[src/rtl/pld_mc_pkg.sv]
package pld_mc_pkg;

    // Cell mode, encoded as {S1, S0}.
    typedef enum logic [1:0] {
        MODE_REG_LOW   = 2'b00,
        MODE_REG_HIGH  = 2'b01,
        MODE_COMB_LOW  = 2'b10,
        MODE_COMB_HIGH = 2'b11
    } mc_mode_e;

    // Source loaded into the state bit on a rising edge.
    typedef enum logic [1:0] {
        LD_SUM = 2'b00,
        LD_PIN = 2'b01,
        LD_SET = 2'b10
    } mc_load_e;

endpackage

[src/rtl/pld_mc_store.sv]
module pld_mc_store
    import pld_mc_pkg::*;
(
    input  logic clk,
    input  logic clr_async,
    input  logic set_sync,
    input  logic load_pin,
    input  logic sum_bit,
    input  logic pin_bit,
    output logic state_q
);

    mc_load_e load_src;
    logic     next_bit;

    // Priority: set over pin load over sum load (clear is asynchronous).
    always_comb begin
        if (set_sync)
            load_src = LD_SET;
        else if (load_pin)
            load_src = LD_PIN;
        else
            load_src = LD_SUM;
    end

    always_comb begin
        unique case (load_src)
            LD_SET:  next_bit = 1'b1;
            LD_PIN:  next_bit = pin_bit;
            LD_SUM:  next_bit = sum_bit;
            default: next_bit = sum_bit;
        endcase
    end

    always_ff @(posedge clk or posedge clr_async) begin
        if (clr_async)
            state_q <= 1'b0;
        else
            state_q <= next_bit;
    end

endmodule

[src/rtl/pld_mc_route.sv]
module pld_mc_route
    import pld_mc_pkg::*;
(
    input  logic sel_comb,
    input  logic sel_high,
    input  logic state_q,
    input  logic sum_bit,
    input  logic pin_bit,
    input  logic oe_bit,
    input  logic test_load,
    output logic drive_val,
    output logic drive_en,
    output logic fb_bit
);

    mc_mode_e mode;

    assign mode = mc_mode_e'({sel_comb, sel_high});

    always_comb begin
        unique case (mode)
            MODE_REG_LOW: begin
                drive_val = ~state_q;
                fb_bit    = state_q;
            end
            MODE_REG_HIGH: begin
                drive_val = state_q;
                fb_bit    = state_q;
            end
            MODE_COMB_LOW: begin
                drive_val = ~sum_bit;
                fb_bit    = pin_bit;
            end
            MODE_COMB_HIGH: begin
                drive_val = sum_bit;
                fb_bit    = pin_bit;
            end
            default: begin
                drive_val = state_q;
                fb_bit    = state_q;
            end
        endcase
    end

    // Test-load mode releases every pin so the tester can drive it.
    assign drive_en = oe_bit & ~test_load;

endmodule

[src/rtl/pld_mc_cell.sv]
module pld_mc_cell (
    input  logic clk,
    input  logic clr_async,
    input  logic set_sync,
    input  logic test_load,
    input  logic sel_comb,
    input  logic sel_high,
    input  logic sum_bit,
    input  logic oe_bit,
    input  logic pin_bit,
    output logic drive_val,
    output logic drive_en,
    output logic fb_bit
);

    logic state_q;

    pld_mc_store u_store (
        .clk       (clk),
        .clr_async (clr_async),
        .set_sync  (set_sync),
        .load_pin  (test_load),
        .sum_bit   (sum_bit),
        .pin_bit   (pin_bit),
        .state_q   (state_q)
    );

    pld_mc_route u_route (
        .sel_comb  (sel_comb),
        .sel_high  (sel_high),
        .state_q   (state_q),
        .sum_bit   (sum_bit),
        .pin_bit   (pin_bit),
        .oe_bit    (oe_bit),
        .test_load (test_load),
        .drive_val (drive_val),
        .drive_en  (drive_en),
        .fb_bit    (fb_bit)
    );

endmodule

[src/rtl/pld_macrocell.sv]
module pld_macrocell #(
    parameter int N_CELLS = 10
) (
    input  logic               clk,
    input  logic               rst_n,
    input  logic               ar_term,
    input  logic               sp_term,
    input  logic               preload_en,
    input  logic [N_CELLS-1:0] cfg_comb,
    input  logic [N_CELLS-1:0] cfg_pol_high,
    input  logic [N_CELLS-1:0] sum_term,
    input  logic [N_CELLS-1:0] oe_term,
    input  logic [N_CELLS-1:0] pin_in,
    output logic [N_CELLS-1:0] pin_out,
    output logic [N_CELLS-1:0] pin_oe,
    output logic [N_CELLS-1:0] fb
);

    logic clr_any;

    // Power-on reset and the clear term share one asynchronous path.
    assign clr_any = ar_term | ~rst_n;

    for (genvar g = 0; g < N_CELLS; g++) begin : g_cell
        pld_mc_cell u_cell (
            .clk       (clk),
            .clr_async (clr_any),
            .set_sync  (sp_term),
            .test_load (preload_en),
            .sel_comb  (cfg_comb[g]),
            .sel_high  (cfg_pol_high[g]),
            .sum_bit   (sum_term[g]),
            .oe_bit    (oe_term[g]),
            .pin_bit   (pin_in[g]),
            .drive_val (pin_out[g]),
            .drive_en  (pin_oe[g]),
            .fb_bit    (fb[g])
        );
    end

endmodule

[config.mk]
export PLATFORM = sky130hd
export DESIGN_NAME = pld_macrocell
export DESIGN_NICKNAME = d
export VERILOG_FILES = /design/src/rtl/pld_mc_pkg.sv /design/src/rtl/pld_mc_store.sv /design/src/rtl/pld_mc_route.sv /design/src/rtl/pld_mc_cell.sv /design/src/rtl/pld_macrocell.sv
export SDC_FILE = /design/constraint.sdc
export NUM_CORES = 1
export LEC_CHECK = 0
export BUFFER_PORTS_ARGS = -buffer_cell sky130_fd_sc_hd__buf_2
export CAP_MARGIN = 5
export CORE_MARGIN = 4
export CORE_UTILIZATION = 42
export DETAILED_ROUTE_END_ITERATION = 10
export HOLD_SLACK_MARGIN = 0.02
export PLACE_DENSITY = 0.95
export SLEW_MARGIN = 5
export SYNTH_ARGS = -nofsm -noshare
export SYNTH_HDL_FRONTEND = slang
export SYNTH_SLANG_ARGS = --single-unit
[constraint.sdc]
create_clock -name clk -period 1.4 [get_ports clk]
set_input_delay 0.28 -clock clk [delete_from_list [all_inputs] [get_ports clk]]
set_output_delay 0.28 -clock clk [all_outputs]
set_load 0.02 [all_outputs]
==> impl_metrics.tcl, run 1 <==
set metrics [dict create \
    status "finished, violations left" \
    violations "setup timing" \
    power_mw 1.01 \
    wl_met1_um 881 \
    fillCellCount 214 \
    synthXorXnorAreaFrac_pct 8.54 \
    wl_per_cell_um 11.9 \
    layout-drive-gt1-share_pct 62.3 \
    met3_length_um 381 \
    syn_nets 160 \
    grt_max_degree 22 \
    vias 904 \
    synth_top_family_by_area "buffers and inverters" \
    worstPathMaxFanout 2 \
    clk_pin_slew_ns 0.07 \
    portBuffers 84 \
    coreArea_um2 2280 \
    place.gp.congestion 0.724 \
    top_regs "g_cell.u_cell.u_store.state_q: 10 flops" \
    synth_mux_area_share_pct 20.7 \
    ys.flop_type "dfrtp_1" \
    fmax_mhz 699 \
    io_pins 85 \
    hold_class "in2async" \
    fin_hold_ws_ns 0.0546 \
    cts_max_level 1 \
    num_antenna_cells 0 \
    first_global_vias 943 \
    p_leak_nw 0.731 \
    clkSinkCount 10 \
    synth_area_um2 1030 \
    synth_area_leaders "dfrtp_1, buf_4, nor2b_1, mux2_2, mux2i_1" \
    required_ns 1.12 \
    cap_violations 0 \
    yosys_warnings 0 \
    crit_path_start_kind "flip-flop" \
    ant_nets 0 \
    p_per_area_nw_per_um2 769 \
    clock_path_buffers 2 \
    cp.arrival_ns 1.15 \
    end_kind "output pin" \
    topRoutingLayerUsed "met3" \
    cts_tree "built" \
    fin_crit_sh_pct 102 \
    die_height_um 57.4 \
    cts_buffers 3 \
    critical_path_class "reg2out" \
    area_growth_pct 28.4 \
    die_w_um 57.4 \
    worstMarginPinSlew_ns 0.337 \
    cts-root-buf "clkbuf_4" \
    met2_length_mm 1.00 \
    ys_ff_latch 10 \
    drt-initial-drc-count 11 \
    drcViolationCount 0 \
    fp-row-count 17 \
    syn_area_per_cell_um2 9.77 \
    setup_viol 4 \
    synth_top_area_share_pct 24.4 \
    slew_headroom_pct 77.6 \
    hold_buffers 0 \
    grt_usage_pct 13.8 \
    async_flop_share_pct 100 \
    slew_viol_final 0 \
    post_cts_buffers 0 \
    start_util_pct 45.1 \
    die_area_um2 3300 \
    preCtsSetupSlack_ns 0.147 \
    largest_reg_flops 10 \
    synth-simple-area-share_pct 13.0 \
    synthCells 105 \
    final-hold-violation-count 0 \
    synth_fa_ha_area_share_pct 0 \
    dpl.hpwl_mm 1.94 \
    synth_common_cells "buf_4, nor2b_1" \
    drtPass1Iterations 4 \
    regMostFlops "g_cell.u_cell.u_store.state_q" \
    ir_worst_vdd_uv 407 \
    nets 218 \
    min_period_ns 1.43 \
    synth_edf_count 0 \
    synth_top_area_cell "dfrtp_1" \
    grt_pass1_wl_mm 3.73 \
    ys_types 11 \
    grt.overflow.total 0 \
    via_per_inst 4.76 \
    wirelength_mm 2.26 \
    synth_seq_area_share_pct 24.4 \
    worst_slack_ns -0.0310 \
    grt_antenna_before_repair 0 \
    rsz0062_at_grt "true" \
    synth_compound_area_share_pct 8.54 \
    yosys.cell_count.top_type "buf_4" \
]
## layout make-up
class	instances	area, um^2	area share, %
Clock buffer	4	36.3	2.75
Timing Repair Buffer	87	474	36.0
Multi-Input combinational cell	61	522	39.6
Tap cell	28	35.0	2.66
Sequential cell	10	250	19.0
## what timing repair did
action,4_1_cts,5_1_grt
pin swaps,7,6
endpoints found under the setup margin,8,11
resized for setup,8,4
## per-layer routing
layer  global-route usage (%)  vias to the layer above
met5                        0                        -
met2                     24.4                       67
met4                     2.98                        0
li1                         -                      437
met3                     4.52                        0
met1                     16.1                      400
## cell usage in the layout (no fill, tap or decap)
cell type  instances
a211o_1           10
mux2i_1           10
mux2_2            10
clkbuf_4           3
buf_4             13
buf_2             73
xor2_1            10
clkbuf_8           1
and2b_1            2
buf_6              1
dfrtp_1           10
nor2b_1           19
## through the flow
step / util [%] / instance area, um^2 / TNS (ns) / instances
2_1_floorplan: - / 1030 / 0 / 105
3_3_place_gp: 54.9 / 1250 / 0 / 186
3_5_place_dp: 54.9 / 1250 / 0 / 186
4_1_cts: 57.4 / 1310 / -0.141 / 190
5_1_grt: 57.9 / 1320 / -0.938 / 190
6_report: 57.9 / 1320 / -0.0624 / 190
## worst max-delay path, stage by stage (launching register included)
cell and delay (ns):
dfrtp_1 0.39, mux2i_1 0.16, xor2_1 0.17, buf_4 0.16
## where the power goes
group	switching [mW]	internal (mW)
logic	0.226	0.215
registers	0.00964	0.308
clock network	0.0971	0.158
## kinds of logic (layout without fill, tap and decap cells)
| logic type | after synthesis | in the layout |
|---|---|---|
| compound gates | 10 | 10 |
| xor+xnor | 10 | 10 |
| buf+inv | 34 | 91 |
| flops | 10 | 10 |
| mux | 20 | 20 |
| simple gates | 21 | 21 |
## path summary, 6_finish.rpt
check	start	endpoint	slack [ns]	cells past startpoint
max in group asynchronous	ar_term	g_cell[4].u_cell.u_store.state_q$_DFF_PP0_	1.19	3
min in group clk	pin_in[0]	g_cell[0].u_cell.u_store.state_q$_DFF_PP0_	0.24	2
worst min-delay path	rst_n	g_cell[8].u_cell.u_store.state_q$_DFF_PP0_	0.05	3
worst max-delay path	g_cell[6].u_cell.u_store.state_q$_DFF_PP0_	pin_out[6]	-0.03	3
Note: power is estimated with default switching activity, not from simulation.
==> run 2: changes to the inputs <==
--- a/config.mk
+++ b/config.mk
@@ -8,10 +8,10 @@
 export BUFFER_PORTS_ARGS = -buffer_cell sky130_fd_sc_hd__buf_2
 export CAP_MARGIN = 5
 export CORE_MARGIN = 4
-export CORE_UTILIZATION = 42
+export CORE_UTILIZATION = 35
 export DETAILED_ROUTE_END_ITERATION = 10
 export HOLD_SLACK_MARGIN = 0.02
-export PLACE_DENSITY = 0.95
+export PLACE_DENSITY = 0.86
 export SLEW_MARGIN = 5
 export SYNTH_ARGS = -nofsm -noshare
 export SYNTH_HDL_FRONTEND = slang
==> constraint.sdc (replaced) <==
create_clock -name clk -period 1.15 [get_ports clk]
set_input_delay 0.23 -clock clk [delete_from_list [all_inputs] [get_ports clk]]
set_output_delay 0.23 -clock clk [all_outputs]
set_load 0.02 [all_outputs]
==> run 2 against run 1 <==
The run still ends with setup timing left. Count of clock-buffer cells in the layout fell by 1. Flip-flop and latch count stayed put. Cell area increased by 6.2%. Clock power down 7.8%. Via count down 0.88%. Sequential power increased by 22%. Non-clock buffer count up 2. Critical path depth unchanged. Critical endpoint is now pin_out[9]. Highest routed layer unchanged.
==> impl_metrics.tcl, run 2 (synthesis results as in run 1) <==
set metrics [dict create \
    start_util_pct 36.9 \
    cts_max_level 1 \
    fin_crit_sh_pct 119 \
    rsz0062_at_grt "true" \
    place.gp.congestion 0.660 \
    cap_violations 0 \
    coreArea_um2 2780 \
    slew_viol_final 0 \
    num_antenna_cells 0 \
    die_area_um2 3860 \
    cts_tree "built" \
    layout_common_cells "buf_2, nor2b_1, buf_4" \
    largest_reg_flops 10 \
    setup.worst_path.start "g_cell[9].u_cell.u_store.state_q$_DFF_PP0_" \
    cts-root-buf "clkbuf_4" \
    critPathCapture "pin_out[9]" \
    grt.overflow.total 0 \
    cts_buffers 3 \
    fp-row-count 19 \
    critical_path_class "reg2out" \
    end_kind "output pin" \
    path_buf_inv 1 \
    clkSinkCount 10 \
    clk_pin_slew_ns 0.07 \
    grt_usage_pct 12.1 \
    min_period_ns 1.37 \
    portBuffers 84 \
    worstPathMaxFanout 2 \
    cp.depth 3 \
    p_leak_nw 0.774 \
    final_common_cell "buf_2" \
    fmax_mhz 731 \
    clock_path_buffers 2 \
    layout-drive-gt1-share_pct 61.3 \
    top_regs "g_cell.u_cell.u_store.state_q: 10 flops" \
    first_global_vias 930 \
    drt-initial-drc-count 20 \
    fin_util_pct 50.3 \
    p_per_area_nw_per_um2 867 \
    grt_max_degree 14 \
    power_mw 1.21 \
    die_w_um 62.1 \
    crit_path_max_incr_delay_ns 0.38 \
    hold_class "in2reg" \
    setup_viol 20 \
    ant_nets 0 \
    vias 896 \
    drtPass1Iterations 3 \
    preCtsSetupSlack_ns 0.0301 \
    status "finished, violations left" \
    setup-tns-final_ns -3.07 \
    area_growth_pct 36.3 \
    wirelength_mm 2.43 \
    fin_hold_ws_ns 0.194 \
    worst_slack_ns -0.217 \
    critical_path.top_delay_family "flip-flops" \
    violations "setup timing" \
    regMostFlops "g_cell.u_cell.u_store.state_q" \
    grt_antenna_before_repair 0 \
    wl_per_cell_um 12.5 \
    slew_headroom_pct 83.8 \
    grt_pass1_wl_mm 3.94 \
    dpl.hpwl_mm 1.89 \
    io_pins 85 \
    nets 220 \
    die_height_um 62.1 \
    final-hold-violation-count 0 \
    worstMarginPinSlew_ns 0.243 \
    drcViolationCount 0 \
    post_cts_buffers 0 \
    required_ns 0.92 \
    crit_path_start_kind "flip-flop" \
    cp.arrival_ns 1.14 \
    crit_chain "mux2i_1, xor2_1, buf_4" \
    ir_worst_vdd_uv 543 \
    crit_slowest_cell "dfrtp_1" \
    via_per_inst 4.62 \
    fillCellCount 261 \
]
## run 2: cell types whose count changed in the layout (fill, tap and decap cells not counted), sizes merged
cell	change
clkbuf	-1
dlygate4sd3	+2
## run 2: worst min-delay path by stage
stage	depth (start not counted)	start	to	slack (ns)
after floorplan	1	ar_term	g_cell[0].u_cell.u_store.state_q$_DFF_PP0_	0.26
after global placement	3	rst_n	g_cell[7].u_cell.u_store.state_q$_DFF_PP0_	0.28
after detailed placement	3	rst_n	g_cell[7].u_cell.u_store.state_q$_DFF_PP0_	0.29
after CTS	2	pin_in[1]	g_cell[1].u_cell.u_store.state_q$_DFF_PP0_	0.18
after global routing	2	pin_in[6]	g_cell[6].u_cell.u_store.state_q$_DFF_PP0_	0.17
final	2	pin_in[3]	g_cell[3].u_cell.u_store.state_q$_DFF_PP0_	0.19
## run 2: routing by layer
metal	wire, um	part of all wire (%)	vias up	track usage [%]
met1	951	39	397	14.2
met2	1150	47	62	19.8
li1	-	-	437	-
met5	0	0	-	0
met3	325	13	0	5.23
met4	0	0	0	3.25
## run 2: timing repair
| item | CTS | global route |
|---|---|---|
| pin swaps | 10 | 2 |
| gates resized for setup | 30 | 4 |
| hold endpoints to repair | 10 | 0 |
| setup endpoints to repair | 20 | 20 |
| hold buffers | 2 | 0 |
## run 2: layout make-up
type | instances | area, um^2 | share of cell area, %
Timing Repair Buffer | 89 | 551 | 39.4
Multi-Input combinational cell | 61 | 537 | 38.4
Sequential cell | 10 | 250 | 17.9
Tap cell | 31 | 38.8 | 2.77
Clock buffer | 3 | 22.5 | 1.61
## run 2: through the flow
step                      instance area, um^2  cells
after floorplan                          1030    105
after global placement                   1250    189
after detailed placement                 1250    189
after CTS                                1380    194
after global routing                     1400    194
final                                    1400    194
## run 2: power breakdown
part | internal, mW | switching (mW) | leakage [nW] | total (mW)
Combinational | 0.306 | 0.285 | 0.646 | 0.591
Clock | 0.121 | 0.115 | 0.0138 | 0.235
Sequential | 0.375 | 0.0120 | 0.114 | 0.387
==> run 3: changes to the inputs <==
--- a/config.mk
+++ b/config.mk
@@ -8,11 +8,12 @@
 export BUFFER_PORTS_ARGS = -buffer_cell sky130_fd_sc_hd__buf_2
 export CAP_MARGIN = 5
 export CORE_MARGIN = 4
-export CORE_UTILIZATION = 35
+export CORE_UTILIZATION = 31
 export DETAILED_ROUTE_END_ITERATION = 10
 export HOLD_SLACK_MARGIN = 0.02
-export PLACE_DENSITY = 0.86
+export PLACE_DENSITY = 0.84
 export SLEW_MARGIN = 5
 export SYNTH_ARGS = -nofsm -noshare
 export SYNTH_HDL_FRONTEND = slang
+export SYNTH_HIERARCHICAL = 1
 export SYNTH_SLANG_ARGS = --single-unit
==> run 3 against run 2 <==
The run still ends with setup timing left. Clock power up 32%. Combinational power down 0.7%. Count of clock-buffer cells in the layout up 1. Non-clock buffer count down 3. Sequential power about the same. Sequential share of layout area down 0.19 points. Die area down 9.8%. Global-route usage up 1.6 points. Critical endpoint is now fb[2]. Largest power group unchanged.
==> impl_metrics.tcl, run 3 <==
set metrics [dict create \
    async_flop_share_pct 100 \
    worst_slack_ns -0.248 \
    crit_path_start_kind "flip-flop" \
    design_area_um2 1410 \
    yosys.cell_count.top_type "nor2b_1" \
    via_per_inst 4.65 \
    grt_usage_pct 13.7 \
    slew_viol_final 0 \
    placed_cell_area_um2 1270 \
    cts_max_level 1 \
    synth_area_um2 807 \
    syn_area_per_cell_um2 9.96 \
    power_mw 1.28 \
    fin_cells 201 \
    end_kind "output pin" \
    synthXorXnorAreaFrac_pct 10.9 \
    synth_area_leaders "dfrtp_1, nor2b_1, mux2_2, mux2i_1, a211o_1" \
    layout_common_cells "buf_2, nor2b_1, buf_4" \
    min_period_ns 1.40 \
    fin_hold_ws_ns 0.0448 \
    drtPass1Iterations 4 \
    cap_violations 0 \
    fin_util_pct 57.1 \
    worstMarginPinSlew_ns 0.364 \
    slew_headroom_pct 75.7 \
    violations "setup timing" \
    grt_max_degree 30 \
    fillCellCount 232 \
    layout-drive-gt1-share_pct 58.5 \
    p_leak_nw 0.834 \
    synth_fa_ha_area_share_pct 0 \
    synth_compound_area_share_pct 10.9 \
    clk_pin_slew_ns 0.07 \
    first_global_vias 896 \
    wl_per_cell_um 12.6 \
    combPwrFrac_pct 45.7 \
    hold_class "in2async" \
    fmax_mhz 716 \
    p_per_area_nw_per_um2 908 \
    start_util_pct 32.6 \
    seqPwrFrac_pct 30.1 \
    rsz0062_at_grt "true" \
    drcViolationCount 0 \
    num_antenna_cells 0 \
    place.gp.congestion 0.711 \
    portBuffers 84 \
    cts_buffers 3 \
    synth-simple-area-share_pct 16.3 \
    nets 227 \
    synth_top_area_share_pct 31.0 \
    setup_viol 20 \
    wirelength_mm 2.53 \
    die_area_um2 3480 \
    final_common_cell "buf_2" \
    p_switching_mw 0.420 \
    cts_tree "built" \
    p_clk_share_pct 24.2 \
    setup-tns-final_ns -3.33 \
    ys.flop_type "dfrtp_1" \
    syn_nets 136 \
    dp.cells 196 \
    required_ns 0.92 \
    grt_pass1_wl_mm 3.67 \
    synth_top_family_by_area "multiplexers" \
    coreArea_um2 2480 \
    synthCells 81 \
    fin_crit_sh_pct 122 \
    ys_ff_latch 10 \
    clkSinkCount 10 \
    synth_edf_count 0 \
    synth_seq_area_share_pct 31.0 \
    final-hold-violation-count 0 \
    cts-root-buf "clkbuf_4" \
    grt.overflow.total 0 \
    ys_types 8 \
    top_regs "g_cell.u_cell/u_store/state_q: 10 flops" \
    largest_reg_flops 10 \
    io_pins 85 \
    dpl.hpwl_mm 2.04 \
    die_height_um 59.0 \
    yosys_warnings 6 \
    clock_path_buffers 2 \
    drt-initial-drc-count 13 \
    preCtsSetupSlack_ns -0.0126 \
    cp.arrival_ns 1.17 \
    area_growth_pct 75.2 \
    synth_mux_area_share_pct 26.4 \
    critical_path_class "reg2out" \
    netSwitchingFraction_pct 32.7 \
    synth_top_area_cell "dfrtp_1" \
    hold_buffers 0 \
    worstPathMaxFanout 2 \
    fp-row-count 18 \
    die_w_um 59.0 \
    status "finished, violations left" \
    ir_worst_vdd_uv 480 \
    grt_antenna_before_repair 0 \
    ant_nets 0 \
    p_int_mw 0.865 \
    regMostFlops "g_cell.u_cell/u_store/state_q" \
    vias 934 \
]
-- run 3: cell types whose count changed after synthesis --
cell	delta
inv_1	+10
nand2b_1	+1
buf_4	-31
clkbuf_2	-1
and2b_1	-2
buf_6	-1
nor2b_1	+1
buf_2	-1
-- run 3: logic make-up (layout without fill, tap and decap cells) --
group | after synthesis | in the layout
xor gates and xnor gates | 10 | 10
AOI/OAI and AO/OA | 10 | 10
muxes | 20 | 20
and+or+nand+nor | 21 | 21
DFF | 10 | 10
buffers and inverters | 10 | 100
-- run 3: worst max-delay path: stages (launching register included) --
cell and delay (ns):
dfrtp_1 0.38, buf_4 0.13, mux2_4 0.26, buf_6 0.13
-- run 3: worst paths after layout --
path	start	to	slack, ns	depth (start not counted)
min in group clk	pin_in[7]	g_cell[7].u_cell/u_store/state_q$_DFF_PP0_	0.19	2
min	rst_n	g_cell[4].u_cell/u_store/state_q$_DFF_PP0_	0.04	3
max in group asynchronous	ar_term	g_cell[3].u_cell/u_store/state_q$_DFF_PP0_	0.89	3
max	g_cell[2].u_cell/u_store/state_q$_DFF_PP0_	fb[2]	-0.25	3
-- run 3: cell type report --
class / count / area (um^2) / area share, %
clock buffers: 4 / 36.3 / 2.57
inverters: 10 / 37.5 / 2.65
multi-input cells: 61 / 527 / 37.3
flip-flops and latches: 10 / 250 / 17.7
well taps: 30 / 37.5 / 2.65
repair buffers: 86 / 526 / 37.2
-- run 3: what timing repair did --
action | in CTS | in global routing
endpoints found under the setup margin | 20 | 30
pin swaps | 10 | 6
resized for setup | 30 | 3
buffers inserted | 0 | 1
endpoints found under the hold margin | 0 | 0
-- run 3: metal layers --
metal  track usage [%]  part of all wire, %  vias up  wire [um]
li1                  -                    -      455          -
met3              5.01                   14        0        360
met4              4.85                    0        0          0
met2              25.9                   53       51       1350
met1              13.6                   32      428        821
met5                 0                    0        -          0
-- run 3: power groups by stage --
stage               logic (mW)  clock network (mW)  registers [mW]
finish                   0.587               0.311           0.387
detailed placement       0.510                   0           0.394
floorplan                0.279                   0           0.390
global route             0.634               0.358           0.389
CTS                      0.584               0.324           0.387
global placement         0.503                   0           0.393
